[config.mk]
export PLATFORM = sky130hd
export DESIGN_NAME = sc_control_unit
export DESIGN_NICKNAME = d
export VERILOG_FILES = /design/src/rtl/sc_ctl_pkg.sv /design/src/rtl/sc_main_decoder.sv /design/src/rtl/sc_datapath_sel.sv /design/src/rtl/sc_control_unit.sv
export SDC_FILE = /design/constraint.sdc
export NUM_CORES = 1
export LEC_CHECK = 0
export BUFFER_PORTS_ARGS = -buffer_cell sky130_fd_sc_hd__buf_2
export CAP_MARGIN = 20
export CORE_MARGIN = 2
export CORE_UTILIZATION = 25
export DETAILED_ROUTE_END_ITERATION = 16
export PLACE_DENSITY = 0.6
export SYNTH_ARGS = -nofsm -noshare
export SYNTH_HDL_FRONTEND = slang
export SYNTH_SLANG_ARGS = --single-unit
[constraint.sdc]
create_clock -name vclk -period 3.3
set_input_delay 0.165 -clock vclk [all_inputs]
set_output_delay 0.165 -clock vclk [all_outputs]
set_load 0.02 [all_outputs]
[src/rtl/sc_ctl_pkg.sv]
package sc_ctl_pkg;
  localparam logic [5:0] OP_REG   = 6'b000000;
  localparam logic [5:0] OP_JMP   = 6'b000010;
  localparam logic [5:0] OP_LINK  = 6'b000011;
  localparam logic [5:0] OP_BEQ   = 6'b000100;
  localparam logic [5:0] OP_BNE   = 6'b000101;
  localparam logic [5:0] OP_UPPER = 6'b001111;
  localparam logic [5:0] OP_LOAD  = 6'b100011;
  localparam logic [5:0] OP_STORE = 6'b101011;
  localparam logic [5:0] FN_JREG  = 6'b001000;

  localparam logic [1:0] ALU_ADD   = 2'b00;
  localparam logic [1:0] ALU_SUB   = 2'b01;
  localparam logic [1:0] ALU_FUNCT = 2'b10;
  localparam logic [1:0] ALU_UPPER = 2'b11;

  // full decoder output
  typedef struct packed {
    logic       regDst;
    logic       aluSrc;
    logic       memToReg;
    logic       regWrite;
    logic       memRead;
    logic       memWrite;
    logic       branch;
    logic       branchNotEq;
    logic       jump;
    logic       jal;
    logic       jumpReg;
    logic [1:0] aluOp;
  } ctrl_t;

  // strobes the datapath consumes
  typedef struct packed {
    logic regDst;
    logic memToReg;
    logic branch;
    logic branchNotEq;
    logic jump;
    logic jal;
    logic jumpReg;
  } dp_strobe_t;
endpackage

[src/rtl/sc_main_decoder.sv]
module sc_main_decoder
  import sc_ctl_pkg::*;
(
  input  logic [5:0] opcode,
  input  logic [5:0] funct,
  output ctrl_t      ctrl
);
  logic known;

  always_comb begin
    ctrl  = '0;
    known = 1'b1;
    case (opcode)
      OP_REG: begin
        ctrl.regDst = 1'b1;
        ctrl.aluOp  = ALU_FUNCT;
        if (funct == FN_JREG) ctrl.jumpReg  = 1'b1;
        else                  ctrl.regWrite = 1'b1;
      end
      OP_LOAD: begin
        ctrl.aluSrc   = 1'b1;
        ctrl.memToReg = 1'b1;
        ctrl.regWrite = 1'b1;
        ctrl.memRead  = 1'b1;
        ctrl.aluOp    = ALU_ADD;
      end
      OP_STORE: begin
        ctrl.aluSrc   = 1'b1;
        ctrl.memWrite = 1'b1;
        ctrl.aluOp    = ALU_ADD;
      end
      OP_BEQ: begin
        ctrl.branch = 1'b1;
        ctrl.aluOp  = ALU_SUB;
      end
      OP_BNE: begin
        ctrl.branchNotEq = 1'b1;
        ctrl.aluOp       = ALU_SUB;
      end
      OP_JMP:  ctrl.jump = 1'b1;
      OP_LINK: begin
        ctrl.jump     = 1'b1;
        ctrl.jal      = 1'b1;
        ctrl.regWrite = 1'b1;
      end
      OP_UPPER: begin
        ctrl.aluSrc   = 1'b1;
        ctrl.regWrite = 1'b1;
        ctrl.aluOp    = ALU_UPPER;
      end
      default: known = 1'b0;
    endcase
  end

  // guards on the decoded strobes
  always_comb begin
    p_mem_excl_r3: assert (!(ctrl.memRead && ctrl.memWrite))
      else $error("memRead and memWrite both raised");
    p_flow_onehot_r5: assert ($onehot0({ctrl.branch, ctrl.branchNotEq, ctrl.jump, ctrl.jumpReg}))
      else $error("more than one control-flow strobe");
    p_jr_nowrite_r9: assert (!ctrl.jumpReg || !ctrl.regWrite)
      else $error("register jump with write enabled");
    p_unknown_idle_r10: assert (known || (ctrl == '0))
      else $error("unknown opcode raised a strobe");
  end
endmodule

[src/rtl/sc_datapath_sel.sv]
module sc_datapath_sel
  import sc_ctl_pkg::*;
#(
  parameter int DATA_W     = 32,
  parameter int OFFSET_W   = 16,
  parameter int INDEX_W    = 26,
  parameter int REG_ADDR_W = 5,
  parameter int LINK_REG   = 31
) (
  input  dp_strobe_t            strobes,
  input  logic                  zeroFlag,
  input  logic [DATA_W-1:0]     pcPlus4,
  input  logic [OFFSET_W-1:0]   offset,
  input  logic [INDEX_W-1:0]    index,
  input  logic [DATA_W-1:0]     regRead1,
  input  logic [REG_ADDR_W-1:0] rtField,
  input  logic [REG_ADDR_W-1:0] rdField,
  input  logic [DATA_W-1:0]     aluResult,
  input  logic [DATA_W-1:0]     memData,
  output logic [DATA_W-1:0]     nextPc,
  output logic [REG_ADDR_W-1:0] writeReg,
  output logic [DATA_W-1:0]     writeData
);
  localparam int EXT_W   = DATA_W - OFFSET_W - 2;
  localparam int UPPER_W = DATA_W - INDEX_W - 2;
  localparam logic [REG_ADDR_W-1:0] LINK_ADDR = REG_ADDR_W'(LINK_REG);

  logic [DATA_W-1:0] branchTarget, jumpTarget, seqOrBranch, afterJump;
  logic              taken;
  logic [REG_ADDR_W-1:0] fieldReg;
  logic [DATA_W-1:0]     resultData;

  // next-PC chain: branch, then jump, then register jump last
  assign branchTarget = pcPlus4 + {{EXT_W{offset[OFFSET_W-1]}}, offset, 2'b00};
  assign jumpTarget   = {pcPlus4[DATA_W-1 -: UPPER_W], index, 2'b00};
  assign taken        = (strobes.branch & zeroFlag) | (strobes.branchNotEq & ~zeroFlag);
  assign seqOrBranch  = taken ? branchTarget : pcPlus4;
  assign afterJump    = strobes.jump ? jumpTarget : seqOrBranch;
  assign nextPc       = strobes.jumpReg ? regRead1 : afterJump;

  // writeback chain: link override sits after the ordinary muxes
  assign fieldReg   = strobes.regDst ? rdField : rtField;
  assign resultData = strobes.memToReg ? memData : aluResult;
  assign writeReg   = strobes.jal ? LINK_ADDR : fieldReg;
  assign writeData  = strobes.jal ? pcPlus4 : resultData;

  always_comb begin
    p_seq_default_r10: assert ((strobes.branch | strobes.branchNotEq | strobes.jump | strobes.jumpReg)
                               || (nextPc == pcPlus4))
      else $error("next PC moved with no flow strobe");
    p_untaken_r4: assert (!(strobes.branch && !zeroFlag && !strobes.jumpReg) || (nextPc == pcPlus4))
      else $error("branch-if-equal taken on non-zero");
    p_link_r7: assert (!strobes.jal || ((writeReg == LINK_ADDR) && (writeData == pcPlus4)))
      else $error("link write not forced");
  end
endmodule

[src/rtl/sc_control_unit.sv]
module sc_control_unit
  import sc_ctl_pkg::*;
#(
  parameter int DATA_W = 32
) (
  input  logic [31:0]       instr,
  input  logic [DATA_W-1:0] pcPlus4,
  input  logic              zeroFlag,
  input  logic [DATA_W-1:0] regRead1,
  input  logic [DATA_W-1:0] aluResult,
  input  logic [DATA_W-1:0] memData,
  output logic              regDst,
  output logic              aluSrc,
  output logic              memToReg,
  output logic              regWrite,
  output logic              memRead,
  output logic              memWrite,
  output logic              branch,
  output logic              branchNotEq,
  output logic              jump,
  output logic              jal,
  output logic              jumpReg,
  output logic [1:0]        aluOp,
  output logic [DATA_W-1:0] nextPc,
  output logic [4:0]        writeReg,
  output logic [DATA_W-1:0] writeData
);
  ctrl_t      ctrl;
  dp_strobe_t strobes;
  logic       unusedShamt;

  assign unusedShamt = ^instr[10:6];

  sc_main_decoder u_decoder (
    .opcode (instr[31:26]),
    .funct  (instr[5:0]),
    .ctrl   (ctrl)
  );

  assign strobes = '{regDst: ctrl.regDst, memToReg: ctrl.memToReg, branch: ctrl.branch,
                     branchNotEq: ctrl.branchNotEq, jump: ctrl.jump, jal: ctrl.jal,
                     jumpReg: ctrl.jumpReg};

  sc_datapath_sel #(
    .DATA_W     (DATA_W),
    .OFFSET_W   (16),
    .INDEX_W    (26),
    .REG_ADDR_W (5),
    .LINK_REG   (31)
  ) u_datapath (
    .strobes   (strobes),
    .zeroFlag  (zeroFlag),
    .pcPlus4   (pcPlus4),
    .offset    (instr[15:0]),
    .index     (instr[25:0]),
    .regRead1  (regRead1),
    .rtField   (instr[20:16]),
    .rdField   (instr[15:11]),
    .aluResult (aluResult),
    .memData   (memData),
    .nextPc    (nextPc),
    .writeReg  (writeReg),
    .writeData (writeData)
  );

  assign regDst      = ctrl.regDst;
  assign aluSrc      = ctrl.aluSrc;
  assign memToReg    = ctrl.memToReg;
  assign regWrite    = ctrl.regWrite;
  assign memRead     = ctrl.memRead;
  assign memWrite    = ctrl.memWrite;
  assign branch      = ctrl.branch;
  assign branchNotEq = ctrl.branchNotEq;
  assign jump        = ctrl.jump;
  assign jal         = ctrl.jal;
  assign jumpReg     = ctrl.jumpReg;
  assign aluOp       = ctrl.aluOp;

  always_comb begin
    p_jr_target_r9: assert (!jumpReg || (nextPc == regRead1))
      else $error("register jump target not taken");
    p_store_nowrite_r3: assert (!memWrite || !regWrite)
      else $error("store also writes register");
  end
endmodule

==> qor.yml, run 1 <==
ios: 243
total_power_uw: 658
critPathArrivalTime_ns: 2.94
worst_hold_slack_ns: 0.635
post_synth_main_area_contributors: "ha_1, nand2_1, o21ai_0"
layout-drive-gt1-share_pct: 37.0
hold_path.class: "input port to output port"
post_synth_inst_count: 511
via_per_inst: 5.00
number_of_vias_in_the_routed_layout: 4530
avgSynthCellArea_um2: 6.11
max-cap-violations: 0
synthDominantCellAreaShare_pct: 11.6
rsz0062_at_grt: "no"
synth.distinct_cells: 58
post_synth_most_frequent_cells: "nand2_1, o21ai_0, a21oi_1"
floorplan.die.width_um: 116
synth_net_count: 702
cp.required_ns: 3.13
area_growth_syn_to_layout_pct: 44.4
synth-warning-count: 0
antennaDiodeCount: 0
synthesis.area_um2: 3120
outcome: "finished clean"
design.seq.count: 0
final-seq-area_um2: 0
fin_crit_ns: 3.11
port-buffer-count: 243
detail_route.drc_violations: 0
report.final.slew_viol_count: 0
row_count: 40
starting_drc_count_in_detailed_routing: 273
yosysMostFrequentCell: "nand2_1"
die_y_um: 116
layout.filler_cells: 1359
power.leakage_uw: 0.00249
cp-end-kind: "output port"
p_per_area_nw_per_um2: 146
wire_length_of_the_first_global_routing_pass_um: 21000
yosysTopAreaCell: "ha_1"
gp_routability_congestion: 0.948
ir_worst_vdd_mv: 0.0362
fp.coreArea_um2: 12100
multi_input_area_um2: 2970
hold-path-cell-count: 3
drt_pass1_iterations: 4
final.setup.tns_ns: 0
timing.final.hold_violations: 0
global_route.usage.total_pct: 19.2
first_global_vias: 4139
layout.clock_buffers: 0
crit_fanout: 3
synth_sequential_area_ratio_pct: 0
tightestPinTransition_ns: 0.591
achievable-frequency_mhz: 322
detail_route.wl_per_cell_um: 15.3
report.final.setup_viol: 0
layout_worst_path_cycle_share_pct: 94.1
timing.setup.critical_path_class: "input port to output port"
setup.worst_path.start_class: "input port"
die_ar_um2: 13400
layout.nets: 931
antenna_found_initial: 0
worst_slew_margin_pct: 60.6
final_antenna_net_count: 0
grt_remaining_overflow: 0
initial_utilization_pct: 25.8
post-dp-hpwl_um: 11500
maximum_number_of_pins_on_one_net_before_global_route_repair: 66
routed_wl_um: 13900
-- per-layer routing --
layer | GRT usage, % | part of all wire [%] | vias up | wire (µm)
met5 | 0 | 0 | - | 0
met4 | 1.19 | 0.50 | 0 | 69
met3 | 1.36 | 5.6 | 6 | 770
met2 | 35.3 | 49 | 150 | 6760
met1 | 25.7 | 45 | 2030 | 6270
li1 | - | - | 2344 | -
-- cell type report --
| cell class | instances | area share (%) |
|---|---|---|
| well taps | 168 | 4.66 |
| inverters | 9 | 0.749 |
| repair buffers | 254 | 28.8 |
| multi-input cells | 475 | 65.8 |
-- critical path: stages --
cell,delay [ns]
buf_2,0.12
ha_1,0.25
fa_2,0.38
a211oi_2,0.28
o21ai_1,0.15
a21oi_2,0.22
o31ai_2,0.11
or3b_1,0.35
a41o_1,0.29
a211oi_2,0.21
xor2_1,0.17
o21ai_1,0.07
buf_2,0.17
-- what timing repair did --
item,CTS,global route
hold buffers,0,0
setup endpoints to repair,0,1
gates resized for setup,0,1
buffers inserted,0,1
-- placed cells by master (no fill, tap or decap), types with 2 or more instances in the layout --
| cell | synthesis | layout |
|---|---|---|
| nand3_1 | 22 | 21 |
| xor2_1 | 9 | 9 |
| mux2i_1 | 33 | 33 |
| inv_1 | 7 | 6 |
| nor3b_1 | 2 | 2 |
| o22ai_1 | 4 | 4 |
| xnor2_1 | 14 | 14 |
| a211oi_2 | 2 | 2 |
| buf_4 | 2 | 11 |
| o211ai_1 | 6 | 6 |
| ha_1 | 29 | 29 |
| a211o_1 | 2 | 2 |
| nand3b_1 | 3 | 3 |
| a21o_2 | 2 | 2 |
| a21oi_2 | 2 | 2 |
| a211oi_1 | 5 | 5 |
| o21bai_1 | 2 | 2 |
| and4b_1 | 2 | 2 |
| o21ai_0 | 68 | 68 |
| a31oi_1 | 5 | 5 |
| nand4_1 | 2 | 2 |
| a21o_1 | 16 | 16 |
| a222oi_1 | 2 | 2 |
| a22oi_1 | 3 | 3 |
| o21ai_1 | 8 | 8 |
| nor3_1 | 5 | 5 |
| nor2b_1 | 4 | 4 |
| buf_2 | 1 | 243 |
| nand2b_1 | 2 | 2 |
| nor2_1 | 40 | 40 |
| and2_1 | 2 | 2 |
| nand2_1 | 94 | 94 |
| inv_2 | 2 | 3 |
| or2_2 | 3 | 3 |
| and3_1 | 5 | 5 |
| a221oi_1 | 4 | 4 |
| o21a_1 | 2 | 2 |
| a21oi_1 | 55 | 55 |
-- cells by family (layout without fill, tap and decap cells) --
logic type      count (synthesis)  count (layout)  synth area share (%)
fa+ha+maj                      30              30                  12.3
compound gates                197             197                  38.2
mux                            33              33                  10.6
buf+inv                        36             263                  5.21
simple gates                  192             192                  27.3
xor+xnor                       23              23                  6.45
-- power by group --
part	leakage (µW)	switching (µW)	internal [µW]
registers	0	0	0
clock network	0	0	0
logic	0.00249	373	285
total	0.00249	373	285
-- worst paths after layout --
check                 slack (ns)  startpoint          to
worst max-delay path        0.19    instr[0]  nextPc[28]
worst min-delay path        0.64   instr[30]    aluOp[1]
-- metrics by stage --
| step | util, % | worst slack [ns] | area [µm²] | cells |
|---|---|---|---|---|
| 2_1_floorplan | - | 0.463 | 3120 | 511 |
| 3_3_place_gp | 37.1 | 0.135 | 4500 | 905 |
| 3_5_place_dp | 37.1 | 0.131 | 4500 | 905 |
| 4_1_cts | 37.1 | 0.112 | 4500 | 905 |
| 5_1_grt | 37.2 | 0.0446 | 4510 | 906 |
| 6_report | 37.2 | 0.195 | 4510 | 906 |
Note: power is estimated with default switching activity, not from simulation.
==> run 2: changes to the inputs <==
--- a/config.mk
+++ b/config.mk
@@ -5,12 +5,14 @@
 export SDC_FILE = /design/constraint.sdc
 export NUM_CORES = 1
 export LEC_CHECK = 0
+export ABC_CLOCK_PERIOD_IN_PS = 3300
 export BUFFER_PORTS_ARGS = -buffer_cell sky130_fd_sc_hd__buf_2
 export CAP_MARGIN = 20
 export CORE_MARGIN = 2
 export CORE_UTILIZATION = 25
 export DETAILED_ROUTE_END_ITERATION = 16
-export PLACE_DENSITY = 0.6
+export GPL_TIMING_DRIVEN = 0
+export PLACE_DENSITY = 0.66
 export SYNTH_ARGS = -nofsm -noshare
 export SYNTH_HDL_FRONTEND = slang
 export SYNTH_SLANG_ARGS = --single-unit
==> qor.yml, run 2 (synthesis results as in run 1) <==
starting_drc_count_in_detailed_routing: 295  # +8.1%
critPathArrivalTime_ns: 2.99  # +0.05 ns
detail_route.drc_violations: 0  # unchanged
achievable-frequency_mhz: 317  # -1.5%
layout.filler_cells: 1404  # +3.3%
routed_wl_um: 15100  # +8.5%
place_area_um2: 4540  # +0.97%
report.final.setup_viol: 0  # unchanged
part_of_the_total_power_dissipated_in_combinational_logic_pct: 100.0  # about the same
tightestPinTransition_ns: 0.769  # +0.179 ns
cp.required_ns: 3.13  # about the same
timing.hold.worst.start: "instr[30]"
detail_route.wl_per_cell_um: 16.3  # +6.5%
cp-end-kind: "output port"
global_route.usage.total_pct: 20.7  # +1.5 points
fin_crit_ns: 3.15  # +0.0475 ns
p_per_area_nw_per_um2: 145  # -0.47%
netSwitchingFraction_pct: 56.9  # +0.25 points
report.final.slew_viol_count: 0  # unchanged
layout.nets: 947  # +1.7%
dp_worst_setup_slack_ns: 0.0667  # -0.0643 ns
cts_hold_buffers: 0  # unchanged
hold_path.class: "input port to output port"
fp.coreArea_um2: 12100  # unchanged
maximum_number_of_pins_on_one_net_before_global_route_repair: 21  # -68%
rsz0062_at_grt: "no"
wire_length_of_the_first_global_routing_pass_um: 22000  # +4.8%
final.setup.tns_ns: 0  # unchanged
worst_slew_margin_pct: 48.7  # -12 points
final-seq-area_um2: 0  # unchanged
ios: 243  # unchanged
layout-drive-gt1-share_pct: 35.0  # -2.0 points
gp_routability_congestion: 0.952  # +0.43%
row_count: 40  # unchanged
grt_remaining_overflow: 0  # unchanged
finish.instance_area_um2: 4560  # +1.2%
dp.cells: 921  # +1.8%
max-cap-violations: 0  # unchanged
setup.worst_path.start_class: "input port"
timing.final.hold_violations: 0  # unchanged
final_antenna_net_count: 0  # unchanged
drt_pass1_iterations: 5  # +1
initial_utilization_pct: 25.8  # unchanged
die_y_um: 116  # unchanged
layout_commonest_cell: "buf_2"
area_growth_syn_to_layout_pct: 46.2
layout.clock_buffers: 0  # unchanged
layout_worst_path_cycle_share_pct: 95.5  # +1.4 points
crit_fanout: 3  # unchanged
final.setup.worst_slack_ns: 0.147  # -0.0475 ns
via_per_inst: 5.17  # +3.3%
hold_path_endpoint: "aluOp[1]"
outcome: "finished clean"
first_global_vias: 4301  # +3.9%
power_frac_clock_pct: 0  # unchanged
die_ar_um2: 13400  # unchanged
number_of_vias_in_the_routed_layout: 4769  # +5.3%
design.seq.count: 0  # unchanged
antenna_found_initial: 1  # +1
worst_hold_slack_ns: 0.627  # -0.00829 ns
power.leakage_uw: 0.00250  # +0.22%
power_share_of_the_sequential_group_pct: 0  # unchanged
final_cell_count_no_fill: 923  # +1.9%
timing.setup.critical_path_class: "input port to output port"
hold-path-cell-count: 3  # unchanged
cell_internal_pwr_uw: 286  # +0.13%
ir_worst_vdd_mv: 0.0426  # +18%
port-buffer-count: 242  # -0.41%
p_switching_uw: 377  # +1.2%
floorplan.die.width_um: 116  # unchanged
mostFrequentLayoutCells: "buf_2, nand2_1, o21ai_0"
post-dp-hpwl_um: 12500  # +8.5%
[run 2: through the flow]
step,utilization [%],power [µW]
floorplan,-,406
global placement,37.5,647
detailed placement,37.5,651
CTS,37.5,654
global route,37.7,725
finish,37.7,663
[run 2: layout make-up]
type                       count  area [µm²]  area share [%]
antenna                        1        2.50          0.0548
tap                          168         210            4.61
multi-input combinational    475        2970            65.1
buffer                        27         129            2.82
inverter                       9        33.8           0.740
timing repair buffer         243        1220            26.7
[run 2: power groups by stage]
stage               Sequential, µW  Clock, µW  Combinational (µW)
floorplan                        0          0                 406
detailed placement               0          0                 651
global route                     0  0.0000405                 725
global placement                 0          0                 647
finish                           0  0.0000405                 663
CTS                              0          0                 654
[run 2: timing repair]
action,CTS,global route
resized for setup,0,2
buffers inserted,0,1
setup endpoints to repair,0,2
hold endpoints to repair,0,0
[run 2: how the worst max path moves through the flow]
stage	startpoint	to	slack [ns]	depth (start not counted)
finish	instr[0]	nextPc[28]	0.15	13
global route	instr[0]	nextPc[28]	0.007	13
CTS	instr[0]	nextPc[28]	0.05	13
detailed placement	instr[0]	nextPc[28]	0.07	13
global placement	instr[0]	nextPc[28]	0.07	13
floorplan	instr[0]	nextPc[20]	0.46	11
[run 2: layer usage]
| layer | up-vias | track usage (%) | wire length [µm] |
|---|---|---|---|
| met2 | 207 | 36.2 | 7040 |
| met3 | 33 | 1.78 | 981 |
| met1 | 2154 | 27.5 | 6630 |
| met5 | - | 0 | 0 |
| li1 | 2375 | - | - |
| met4 | 0 | 5.40 | 398 |
[run 2: critical path, stage by stage]
cell and delay (ns):
buf_2 0.12, ha_1 0.23, fa_2 0.41, a211oi_4 0.26, o21ai_1 0.15, a21oi_2 0.23
o31ai_2 0.11, or3b_1 0.35, a41o_1 0.29, a211oi_2 0.21, xor2_1 0.21, o21ai_1 0.08
buf_2 0.17
==> run 3: changes to the inputs <==
--- a/config.mk
+++ b/config.mk
@@ -5,14 +5,16 @@
 export SDC_FILE = /design/constraint.sdc
 export NUM_CORES = 1
 export LEC_CHECK = 0
-export ABC_CLOCK_PERIOD_IN_PS = 3300
+export ABC_CLOCK_PERIOD_IN_PS = 3500
 export BUFFER_PORTS_ARGS = -buffer_cell sky130_fd_sc_hd__buf_2
 export CAP_MARGIN = 20
+export CORE_ASPECT_RATIO = 1.1
 export CORE_MARGIN = 2
 export CORE_UTILIZATION = 25
 export DETAILED_ROUTE_END_ITERATION = 16
 export GPL_TIMING_DRIVEN = 0
-export PLACE_DENSITY = 0.66
+export PLACE_DENSITY = 0.65
 export SYNTH_ARGS = -nofsm -noshare
 export SYNTH_HDL_FRONTEND = slang
+export SYNTH_HIERARCHICAL = 1
 export SYNTH_SLANG_ARGS = --single-unit
==> constraint.sdc (replaced) <==
create_clock -name vclk -period 3.5
set_input_delay 0.175 -clock vclk [all_inputs]
set_output_delay 0.175 -clock vclk [all_outputs]
set_load 0.02 [all_outputs]
==> qor.yml, run 3 <==
design.seq.count: 0  # unchanged
part_of_the_total_power_dissipated_in_combinational_logic_pct: 100.0  # about the same
synthDominantCellAreaShare_pct: 11.7  # +0.10 points
route.met3.wl_um: 1040  # +6.2%
area_growth_syn_to_layout_pct: 43.7
timing.final.hold_violations: 0  # unchanged
setup.worst_path.start_class: "input port"
final-seq-area_um2: 0  # unchanged
starting_drc_count_in_detailed_routing: 333  # +13%
report.final.setup_viol: 0  # unchanged
outcome: "finished clean"
power_frac_clock_pct: 0  # unchanged
via_per_inst: 5.31  # +2.7%
layout.filler_cells: 1475  # +5.1%
synth-warning-count: 6  # +6
timing.hold.worst.start: "regRead1[31]"
layout.nets: 971  # +2.5%
place_area_um2: 4750  # +4.5%
number_of_vias_in_the_routed_layout: 4985  # +4.5%
finish.instance_area_um2: 4790  # +4.9%
max-cap-violations: 0  # unchanged
tightestPinTransition_ns: 1.02  # +0.255 ns
grt_remaining_overflow: 0  # unchanged
hold_path.class: "input port to output port"
wire_length_of_the_first_global_routing_pass_um: 24100  # +9.7%
antenna_found_initial: 0  # -1
synth_sequential_area_ratio_pct: 0  # unchanged
antennaDiodeCount: 0  # -1
worstSetupStartpoint: "instr[0]"
netSwitchingFraction_pct: 57.8  # +0.84 points
report.final.slew_viol_count: 0  # unchanged
cp-end-kind: "output port"
synthesis.area_um2: 3330  # +6.7%
final_antenna_net_count: 0  # unchanged
crit_fanout: 3  # unchanged
avgSynthCellArea_um2: 6.23  # +2.1%
achievable-frequency_mhz: 306
layout-drive-gt1-share_pct: 33.9  # -1.1 points
p_switching_uw: 375  # -0.48%
fin_crit_ns: 3.26
drt_pass1_iterations: 7  # +2
floorplan.die.width_um: 114  # -1.5%
first_global_vias: 4549  # +5.8%
ir_worst_vdd_mv: 0.0591  # +39%
multi_input_area_um2: 3180  # +7.2%
layout_worst_path_cycle_share_pct: 93.2
routed_met2_length_um: 7670  # +8.9%
yosysMostFrequentCell: "nand2_1"
die_ar_um2: 14300  # +6.4%
die_y_um: 125  # +8.0%
power_share_of_the_sequential_group_pct: 0  # unchanged
routed_wl_um: 16100  # +6.8%
post-dp-hpwl_um: 13100  # +5.0%
synth_net_count: 725  # +3.3%
critPathArrivalTime_ns: 3.09  # +0.10 ns
mostFrequentLayoutCells: "buf_2, nand2_1, o21ai_0"
port-buffer-count: 243  # +0.41%
cp.required_ns: 3.32  # +0.19 ns
final.setup.worst_slack_ns: 0.236  # +0.0893 ns
rsz0062_at_grt: "no"
synth.distinct_cells: 63  # +8.6%
layout_commonest_cell: "buf_2"
p_per_area_nw_per_um2: 136  # -6.5%
worst_slew_margin_pct: 29.8  # -19 points
row_count: 44  # +10%
detail_route.drc_violations: 0  # unchanged
layout.clock_buffers: 0  # unchanged
timing.setup.critical_path_class: "input port to output port"
yosysTopAreaCell: "o21ai_0"
final.setup.tns_ns: 0  # unchanged
fp.coreArea_um2: 13100  # +8.2%
initial_utilization_pct: 25.4  # -0.36 points
dp_worst_setup_slack_ns: -0.368  # -0.435 ns
power.leakage_uw: 0.00223  # -11%
detail_route.wl_per_cell_um: 17.1  # +5.0%
gp_routability_congestion: 0.940  # -1.3%
maximum_number_of_pins_on_one_net_before_global_route_repair: 18  # -14%
ios: 243  # unchanged
post_synth_main_area_contributors: "o21ai_0, nand2_1, ha_1"
wl_met1_um: 7290  # +10%
post_synth_inst_count: 534  # +4.5%
cell_internal_pwr_uw: 275  # -3.8%
global_route.usage.total_pct: 21.0  # +0.23 points
post_synth_most_frequent_cells: "nand2_1, o21ai_0, a21oi_1"
route.top_layer_used: "met4"
-- run 3: power groups by stage --
stage          sequential (µW)  combinational (µW)  clock, µW
2_1_floorplan                0                 396          0
3_3_place_gp                 0                 632          0
3_5_place_dp                 0                 635          0
4_1_cts                      0                 643          0
5_1_grt                      0                 716          0
6_report                     0                 650          0
-- run 3: path summary, 6_finish.rpt --
| kind | end | slack, ns | cells past startpoint |
|---|---|---|---|
| max | nextPc[28] | 0.24 | 13 |
| min | nextPc[31] | 0.67 | 4 |
-- run 3: area by class of cell --
class	count	area share, %
multi-input cells	488	66.5
repair buffers	244	25.6
well taps	161	4.21
plain buffers	35	2.82
inverters	11	0.863
-- run 3: per-stage QoR --
step	utilization [%]	power, µW	hold WS [ns]	cells
after global routing	36.5	716	0.700	939
after floorplan	-	396	0.439	534
after CTS	36.4	643	0.677	939
after global placement	36.2	632	0.674	938
after detailed placement	36.2	635	0.678	938
final	36.5	650	0.675	939
-- run 3: timing repair --
action / CTS / global route
endpoints found under the hold margin: 0 / 0
hold buffers: 0 / 0
setup buffers: 1 / 0
resized for setup: 2 / 3
setup endpoints to repair: 2 / 1
pin swaps: 1 / 0
-- run 3: cell families (layout without fill, tap and decap cells) --
group | after synthesis | after routing | synth area share [%]
buffers and inverters | 46 | 290 | 5.30
AO/OA/AOI/OAI | 204 | 204 | 38.3
adder cells (fa/ha/maj) | 30 | 30 | 11.5
AND/OR/NAND/NOR | 194 | 194 | 27.7
multiplexers | 37 | 37 | 11.2
XOR/XNOR | 23 | 23 | 6.05
-- run 3: routing by layer --
layer	track usage (%)	vias to the layer above
li1	-	2478
met1	29.0	2269
met2	37.8	230
met3	0.824	8
met4	0.789	0
met5	0	-
-- run 3: critical path, cell delays in order --
cell,delay [ns]
buf_2,0.12
ha_1,0.24
fa_1,0.42
a21oi_1,0.22
nor2_1,0.12
nor4_2,0.24
o21ai_1,0.17
a31o_2,0.31
a221oi_4,0.30
o21ai_0,0.14
xnor2_1,0.15
o41ai_2,0.24
buf_2,0.23
